[src/rtl/csm_pkg.sv]
package csm_pkg;
  localparam int unsigned WORD_W = 32;

  // mask bits always treated as don't-care
  localparam logic [WORD_W-1:0] MASK_FORCE_ON  = 32'h0007_C01F;
  // mask bits kept from the register (bits above 28 cleared)
  localparam logic [WORD_W-1:0] MASK_KEEP      = 32'h1FFF_FFFF;
  // base bits that take part in the comparison
  localparam logic [WORD_W-1:0] BASE_FIELD     = 32'h1FF8_3FE0;
  localparam int unsigned       BASE_EN_BIT    = 0;

  typedef enum logic [1:0] {
    WK_BASE  = 2'd0,
    WK_MASK  = 2'd1,
    WK_SPARE = 2'd2,
    WK_NONE  = 2'd3
  } wr_kind_e;

  typedef enum logic {
    SC_IDLE = 1'b0,
    SC_SCAN = 1'b1
  } scan_st_e;
endpackage

[src/rtl/csm_regbank.sv]
module csm_regbank
  import csm_pkg::*;
#(
  parameter int CHANS = 2,
  parameter int ROWS  = 8,
  localparam int CH_W  = (CHANS > 1) ? $clog2(CHANS) : 1,
  localparam int ROW_W = $clog2(ROWS),
  localparam int FLD_W = 1 + ROW_W,
  localparam int SP_W  = CHANS * FLD_W
) (
  input  logic                    clk,
  input  logic                    rst,
  input  logic                    wr_en,
  input  logic [1:0]              wr_kind,
  input  logic [CH_W-1:0]         wr_chan,
  input  logic [ROW_W-1:0]        wr_row,
  input  logic [WORD_W-1:0]       wr_data,
  input  logic [CH_W-1:0]         rd_chan,
  input  logic [ROW_W-1:0]        rd_row,
  output logic [WORD_W-1:0]       rd_base,
  output logic [WORD_W-1:0]       rd_mask,
  output logic [CHANS-1:0]        spare_swap,
  output logic [CHANS*ROW_W-1:0]  spare_bad
);
  localparam int IDX_W = CH_W + ROW_W;
  localparam int DEPTH = 1 << IDX_W;

  logic [WORD_W-1:0] base_mem [0:DEPTH-1];
  logic [WORD_W-1:0] mask_mem [0:DEPTH-1];
  logic [SP_W-1:0]   spare_q;

  logic [IDX_W-1:0] wr_idx, rd_idx;
  assign wr_idx = {wr_chan, wr_row};
  assign rd_idx = {rd_chan, rd_row};

  // two simple-dual-port RAMs, registered read
  always_ff @(posedge clk) begin
    if (wr_en && wr_kind == WK_BASE) base_mem[wr_idx] <= wr_data;
    rd_base <= base_mem[rd_idx];
  end

  always_ff @(posedge clk) begin
    if (wr_en && wr_kind == WK_MASK) mask_mem[wr_idx] <= wr_data;
    rd_mask <= mask_mem[rd_idx];
  end

  always_ff @(posedge clk) begin
    if (rst)                                spare_q <= '0;
    else if (wr_en && wr_kind == WK_SPARE)  spare_q <= wr_data[SP_W-1:0];
  end

  // per-channel field: swap-done in the low bit, bad row above it
  for (genvar c = 0; c < CHANS; c++) begin : g_spare
    assign spare_swap[c]                  = spare_q[c*FLD_W];
    assign spare_bad[c*ROW_W +: ROW_W]    = spare_q[c*FLD_W+1 +: ROW_W];
  end
endmodule

[src/rtl/csm_row_cmp.sv]
module csm_row_cmp
  import csm_pkg::*;
(
  input  logic [WORD_W-1:0] addr,
  input  logic [WORD_W-1:0] base,
  input  logic [WORD_W-1:0] mask,
  output logic              hit
);
  logic [WORD_W-1:0] eff_mask, eff_base, care;

  always_comb begin
    eff_mask = (mask | MASK_FORCE_ON) & MASK_KEEP;
    eff_base = base & BASE_FIELD;
    care     = ~eff_mask;
    hit      = base[BASE_EN_BIT] && ((addr & care) == (eff_base & care));
  end
endmodule

[src/rtl/csm_spare_remap.sv]
module csm_spare_remap #(
  parameter int CHANS = 2,
  parameter int ROWS  = 8,
  localparam int CH_W  = (CHANS > 1) ? $clog2(CHANS) : 1,
  localparam int ROW_W = $clog2(ROWS)
) (
  input  logic [CH_W-1:0]        chan,
  input  logic [ROW_W-1:0]       row_in,
  input  logic [CHANS-1:0]       swap,
  input  logic [CHANS*ROW_W-1:0] bad,
  output logic [ROW_W-1:0]       row_out
);
  // spare rank of channel c is row c
  always_comb begin
    row_out = row_in;
    for (int c = 0; c < CHANS; c++) begin
      if (chan == CH_W'(c) && swap[c] && row_in == bad[c*ROW_W +: ROW_W])
        row_out = ROW_W'(c);
    end
  end
endmodule

[src/rtl/csm_scan_ctl.sv]
module csm_scan_ctl
  import csm_pkg::*;
#(
  parameter int CHANS = 2,
  parameter int ROWS  = 8,
  localparam int CH_W  = (CHANS > 1) ? $clog2(CHANS) : 1,
  localparam int ROW_W = $clog2(ROWS)
) (
  input  logic              clk,
  input  logic              rst,
  input  logic              req_valid,
  input  logic [CH_W-1:0]   req_chan,
  input  logic [WORD_W-1:0] req_addr,
  input  logic              hit,
  output logic [CH_W-1:0]   chan_q,
  output logic [WORD_W-1:0] addr_q,
  output logic [ROW_W-1:0]  rd_row,
  output logic [ROW_W-1:0]  cmp_row,
  output logic              busy,
  output logic              finish
);
  scan_st_e         st_q;
  logic [ROW_W-1:0] issue_q, cmp_q;
  logic             cmp_vld_q;

  assign busy    = (st_q == SC_SCAN);
  assign rd_row  = issue_q;
  assign cmp_row = cmp_q;
  assign finish  = busy && cmp_vld_q && (hit || cmp_q == ROW_W'(ROWS - 1));

  // issue row k, compare it one cycle later when RAM data returns
  always_ff @(posedge clk) begin
    if (rst) begin
      st_q      <= SC_IDLE;
      issue_q   <= '0;
      cmp_q     <= '0;
      cmp_vld_q <= 1'b0;
      chan_q    <= '0;
      addr_q    <= '0;
    end else begin
      cmp_vld_q <= 1'b0;
      case (st_q)
        SC_IDLE: begin
          if (req_valid) begin
            st_q    <= SC_SCAN;
            issue_q <= '0;
            chan_q  <= req_chan;
            addr_q  <= req_addr;
          end
        end
        SC_SCAN: begin
          issue_q   <= issue_q + 1'b1;
          cmp_q     <= issue_q;
          cmp_vld_q <= !finish;
          if (finish) st_q <= SC_IDLE;
        end
        default: st_q <= SC_IDLE;
      endcase
    end
  end
endmodule

[src/rtl/csrow_match_unit.sv]
module csrow_match_unit
  import csm_pkg::*;
#(
  parameter int CHANS = 2,
  parameter int ROWS  = 8,
  localparam int CH_W  = (CHANS > 1) ? $clog2(CHANS) : 1,
  localparam int ROW_W = $clog2(ROWS)
) (
  input  logic              clk,
  input  logic              rst,
  input  logic              wr_en,
  input  logic [1:0]        wr_kind,
  input  logic [CH_W-1:0]   wr_chan,
  input  logic [ROW_W-1:0]  wr_row,
  input  logic [WORD_W-1:0] wr_data,
  input  logic              req_valid,
  input  logic [CH_W-1:0]   req_chan,
  input  logic [WORD_W-1:0] req_addr,
  output logic              busy,
  output logic              done,
  output logic              found,
  output logic [ROW_W-1:0]  row
);
  logic [CH_W-1:0]        chan_q;
  logic [WORD_W-1:0]      addr_q, rd_base, rd_mask;
  logic [ROW_W-1:0]       rd_row, cmp_row, remapped;
  logic [CHANS-1:0]       spare_swap;
  logic [CHANS*ROW_W-1:0] spare_bad;
  logic                   hit, finish;

  csm_regbank #(.CHANS(CHANS), .ROWS(ROWS)) u_bank (
    .clk(clk), .rst(rst),
    .wr_en(wr_en), .wr_kind(wr_kind), .wr_chan(wr_chan), .wr_row(wr_row),
    .wr_data(wr_data),
    .rd_chan(chan_q), .rd_row(rd_row),
    .rd_base(rd_base), .rd_mask(rd_mask),
    .spare_swap(spare_swap), .spare_bad(spare_bad)
  );

  csm_scan_ctl #(.CHANS(CHANS), .ROWS(ROWS)) u_scan (
    .clk(clk), .rst(rst),
    .req_valid(req_valid), .req_chan(req_chan), .req_addr(req_addr),
    .hit(hit),
    .chan_q(chan_q), .addr_q(addr_q),
    .rd_row(rd_row), .cmp_row(cmp_row),
    .busy(busy), .finish(finish)
  );

  csm_row_cmp u_cmp (
    .addr(addr_q), .base(rd_base), .mask(rd_mask), .hit(hit)
  );

  csm_spare_remap #(.CHANS(CHANS), .ROWS(ROWS)) u_spare (
    .chan(chan_q), .row_in(cmp_row),
    .swap(spare_swap), .bad(spare_bad),
    .row_out(remapped)
  );

  always_ff @(posedge clk) begin
    if (rst) begin
      done  <= 1'b0;
      found <= 1'b0;
      row   <= '0;
    end else begin
      done <= finish;
      if (finish) begin
        found <= hit;
        row   <= hit ? remapped : '0;
      end
    end
  end
endmodule

[config.mk]
export PLATFORM = sky130hd
export DESIGN_NAME = csrow_match_unit
export DESIGN_NICKNAME = d
export VERILOG_FILES = /design/src/rtl/csm_pkg.sv /design/src/rtl/csm_regbank.sv /design/src/rtl/csm_row_cmp.sv /design/src/rtl/csm_spare_remap.sv /design/src/rtl/csm_scan_ctl.sv /design/src/rtl/csrow_match_unit.sv
export SDC_FILE = /design/constraint.sdc
export NUM_CORES = 1
export LEC_CHECK = 0
export BUFFER_PORTS_ARGS = -buffer_cell sky130_fd_sc_hd__clkbuf_2
export CAP_MARGIN = 10
export CORE_ASPECT_RATIO = 0.7
export CORE_UTILIZATION = 47
export CTS_CLUSTER_SIZE = 28
export DETAILED_ROUTE_END_ITERATION = 10
export GPL_TIMING_DRIVEN = 0
export SLEW_MARGIN = 20
export SYNTH_ARGS = -nofsm -noshare
export SYNTH_HDL_FRONTEND = slang
export SYNTH_SLANG_ARGS = --single-unit
[constraint.sdc]
create_clock -name clk -period 3.35 [get_ports clk]
set_input_delay 0.1675 -clock clk [delete_from_list [all_inputs] [get_ports clk]]
set_output_delay 0.1675 -clock clk [all_outputs]
set_load 0.005 [all_outputs]
==> metrics <==
outcome complete, no violations; DR iter-0 viols 1353; Pre-antenna DRT Iters 5; Post-Synthesis Cells 1186; RePlAce Congestion 0.8480; clk slew on worst S/H paths 60 ps; count leader, synth edfxtp_1; Largest stage delay, worst path 810 ps; P_leak 0.009745 uW; Worst Max-Slew Pin Slew 1085 ps; routed len/inst 28.99 um; CP arrival 3440 ps; via count 12690; chip height 200.3 um; initial antenna violation count 1; Core Region 55400 sq um; CP max-delay cell buf_1; top post-synthesis cells by area edfxtp_1 (71%), mux4_2 (16%), dfxtp_1 (6.3%), nand2_1 (0.81%), xnor2_1 (0.73%); Setup Crit Path Kind reg -> reg; TritonCTS Buffers 67; Final nets 1461; post_cts resized 0; Crit Path Max Fanout 10; die area 57140 sq um; clock sink total 707; Mapped Area 26400 sq um; vias in the first global route 12690; crit path capture type flop; Synth top area share 0.7097; share of layout cells above drive strength 1 0.3125; RSZ-0062 raised after global routing false; Final setup viols 0; gr usage total 0.2264; Final ANT Viol Nets 0; worst slack, placed 376.6 ps; crit path cell chain clkbuf_1 -> clkbuf_1 -> buf_1 -> mux4_2 -> mux4_2; wirelength, routed 63220 um; fillers 4120; Worst setup SP type flop; max_cap viols 0; flops & latches, synth 707; DP Wirelength 41200 um; Seq/Total Area, Yosys 0.7727; largest net degree at the start of global routing 34; Synth async-reset ratio 0; Area Growth Syn to Fin 17.47%; final worst slack 370.6 ps; Mean Syn Cell Area 22.26 sq um; Ys Warns 0; number of core rows 72; required time worst endpoint 3810 ps; largest buffer count on any clock path 3; drt drc 0; Initial Util 0.4765; Post-CTS Hold Fix Bufs 29; CTS tree yes; number of flops mapped to enable cells by yosys 624; ys flop type edfxtp_1; gr ovfl total 0; worst path bufs/invs 3; Distinct cells, synth 37; Port Buf Inserts 59; fraction of the cycle the final worst path needs 0.8894; total power per unit cell area 585.0 nW/um^2; final core occ 0.5598; Die X 285.3 um; routed vias/inst 5.819; slew margin rel. 0.2748; Peak VDD IR 453.0 uV; post-CTS setup buffers 0; H-tree depth 3; clk_lat worst skew 600 ps; first-pass GRT wire length 90710 um; skew final 24.65 ps; Hold Crit Class in -> reg; final hold vios 0; Hold WS 60.72 ps; critical path's top delay family buffers and inverters; commonest cells in the synthesized netlist edfxtp_1 (624), mux4_2 (192), dfxtp_1 (83), nand2_1 (57), nor2_1 (45); min cycle time layout 2979 ps; area leader, netlist edfxtp_1; Slew Limit Fails 0; synthesized net count 1262; Final Non-Filler Cells 2181; placed insts 2027; fmax 335.6 MHz; I/O pins 81; clock root buffer clkbuf_16
==> worst register-to-register path, stage by stage, from the launching register on <==
cell	delay (ps)
dfxtp_1	330
clkbuf_1	320
clkbuf_1	440
buf_1	810
mux4_2	450
mux4_2	490
==> flip-flops by register name, indices dropped and copies added (netlist names), 3 cells and up <==
| signal | count |
|---|---|
| u_scan.addr_q | 22 |
| u_scan.rd_row | 3 |
| u_bank.spare_q | 8 |
| u_bank.rd_mask | 19 |
| u_bank.base_mem | 320 |
| u_scan.cmp_row | 3 |
| u_bank.rd_base | 20 |
| row | 3 |
| u_bank.mask_mem | 304 |
==> through the flow <==
step | TNS (ps) | power (uW) | area [sq um]
finish | 0 | 18140 | 31010
global route | 0 | 18680 | 31010
CTS | 0 | 18290 | 31010
detailed placement | 0 | 10810 | 28550
global placement | -232660 | 10760 | 27620
floorplan | 0 | 10410 | 26400
==> kinds of logic (layout without fill, tap and decap cells) <==
family | after synthesis | in the layout | synth area share
AOI/OAI and AO/OA | 41 | 41 | 0.008482
xor gates and xnor gates | 25 | 25 | 0.008293
adders and majority gates | 1 | 1 | 0.0004738
buffers and inverters | 62 | 316 | 0.01360
DFF | 707 | 707 | 0.7727
muxes | 210 | 210 | 0.1725
other | 0 | 1 | 0
and+or+nand+nor | 140 | 140 | 0.02398
==> layout make-up <==
| cell class | count | area [sq um] | share of cell area |
|---|---|---|---|
| Antenna cell | 1 | 2.502 | 0.00008069 |
| Clock buffer | 97 | 1934 | 0.06237 |
| Buffer | 61 | 360.3 | 0.01162 |
| Tap cell | 740 | 925.9 | 0.02985 |
| Inverter | 1 | 3.754 | 0.0001210 |
| Multi-Input combinational cell | 417 | 5869 | 0.1893 |
| Timing Repair Buffer | 130 | 1284 | 0.04139 |
| Clock inverter | 27 | 234.0 | 0.007544 |
| Sequential cell | 707 | 20400 | 0.6578 |
==> metal layers <==
metal / vias to the layer above / routed length, um / GRT usage
li1: 5323 / - / -
met3: 71 / 6216 / 0.06287
met5: - / 0 / 0
met1: 6709 / 28810 / 0.3545
met2: 588 / 27270 / 0.3182
met4: 0 / 925 / 0.04756
==> layout by cell type (no fill, tap or decap), drive strengths merged, types with 6 or more instances in the layout <==
cell type    instances
a21oi               28
xnor2               22
clkinv              18
nor2                45
nor3                 9
dfxtp               83
dlygate4sd3         29
inv                  6
nand2b               6
edfxtp             624
o22ai                9
nand2               57
buf                 68
clkbuf             191
mux4               195
mux2i               14
==> power by group <==
part	internal, uW	total, uW	switching [uW]
clock	4280	7500	3220
sequential	9690	9760	61.2
combinational	384	892	508
total	14400	18100	3780
==> worst paths after layout <==
check / from / endpoint / slack (ps) / depth (start not counted)
setup / recovery: u_scan.rd_row[1]$_SDFFE_PP0P_ / u_bank.rd_mask[5]$_DFF_P_ / 370 / 5
hold reg to reg: u_scan.addr_q[29]$_SDFFE_PP0P_ / u_scan.addr_q[29]$_SDFFE_PP0P_ / 460 / 2
hold / removal: wr_data[0] / u_bank.base_mem[15][0]$_DFFE_PP_ / 60 / 1
setup reg to reg: u_scan.rd_row[1]$_SDFFE_PP0P_ / u_bank.rd_mask[5]$_DFF_P_ / 370 / 5
Power figures use the tool's default switching activity.
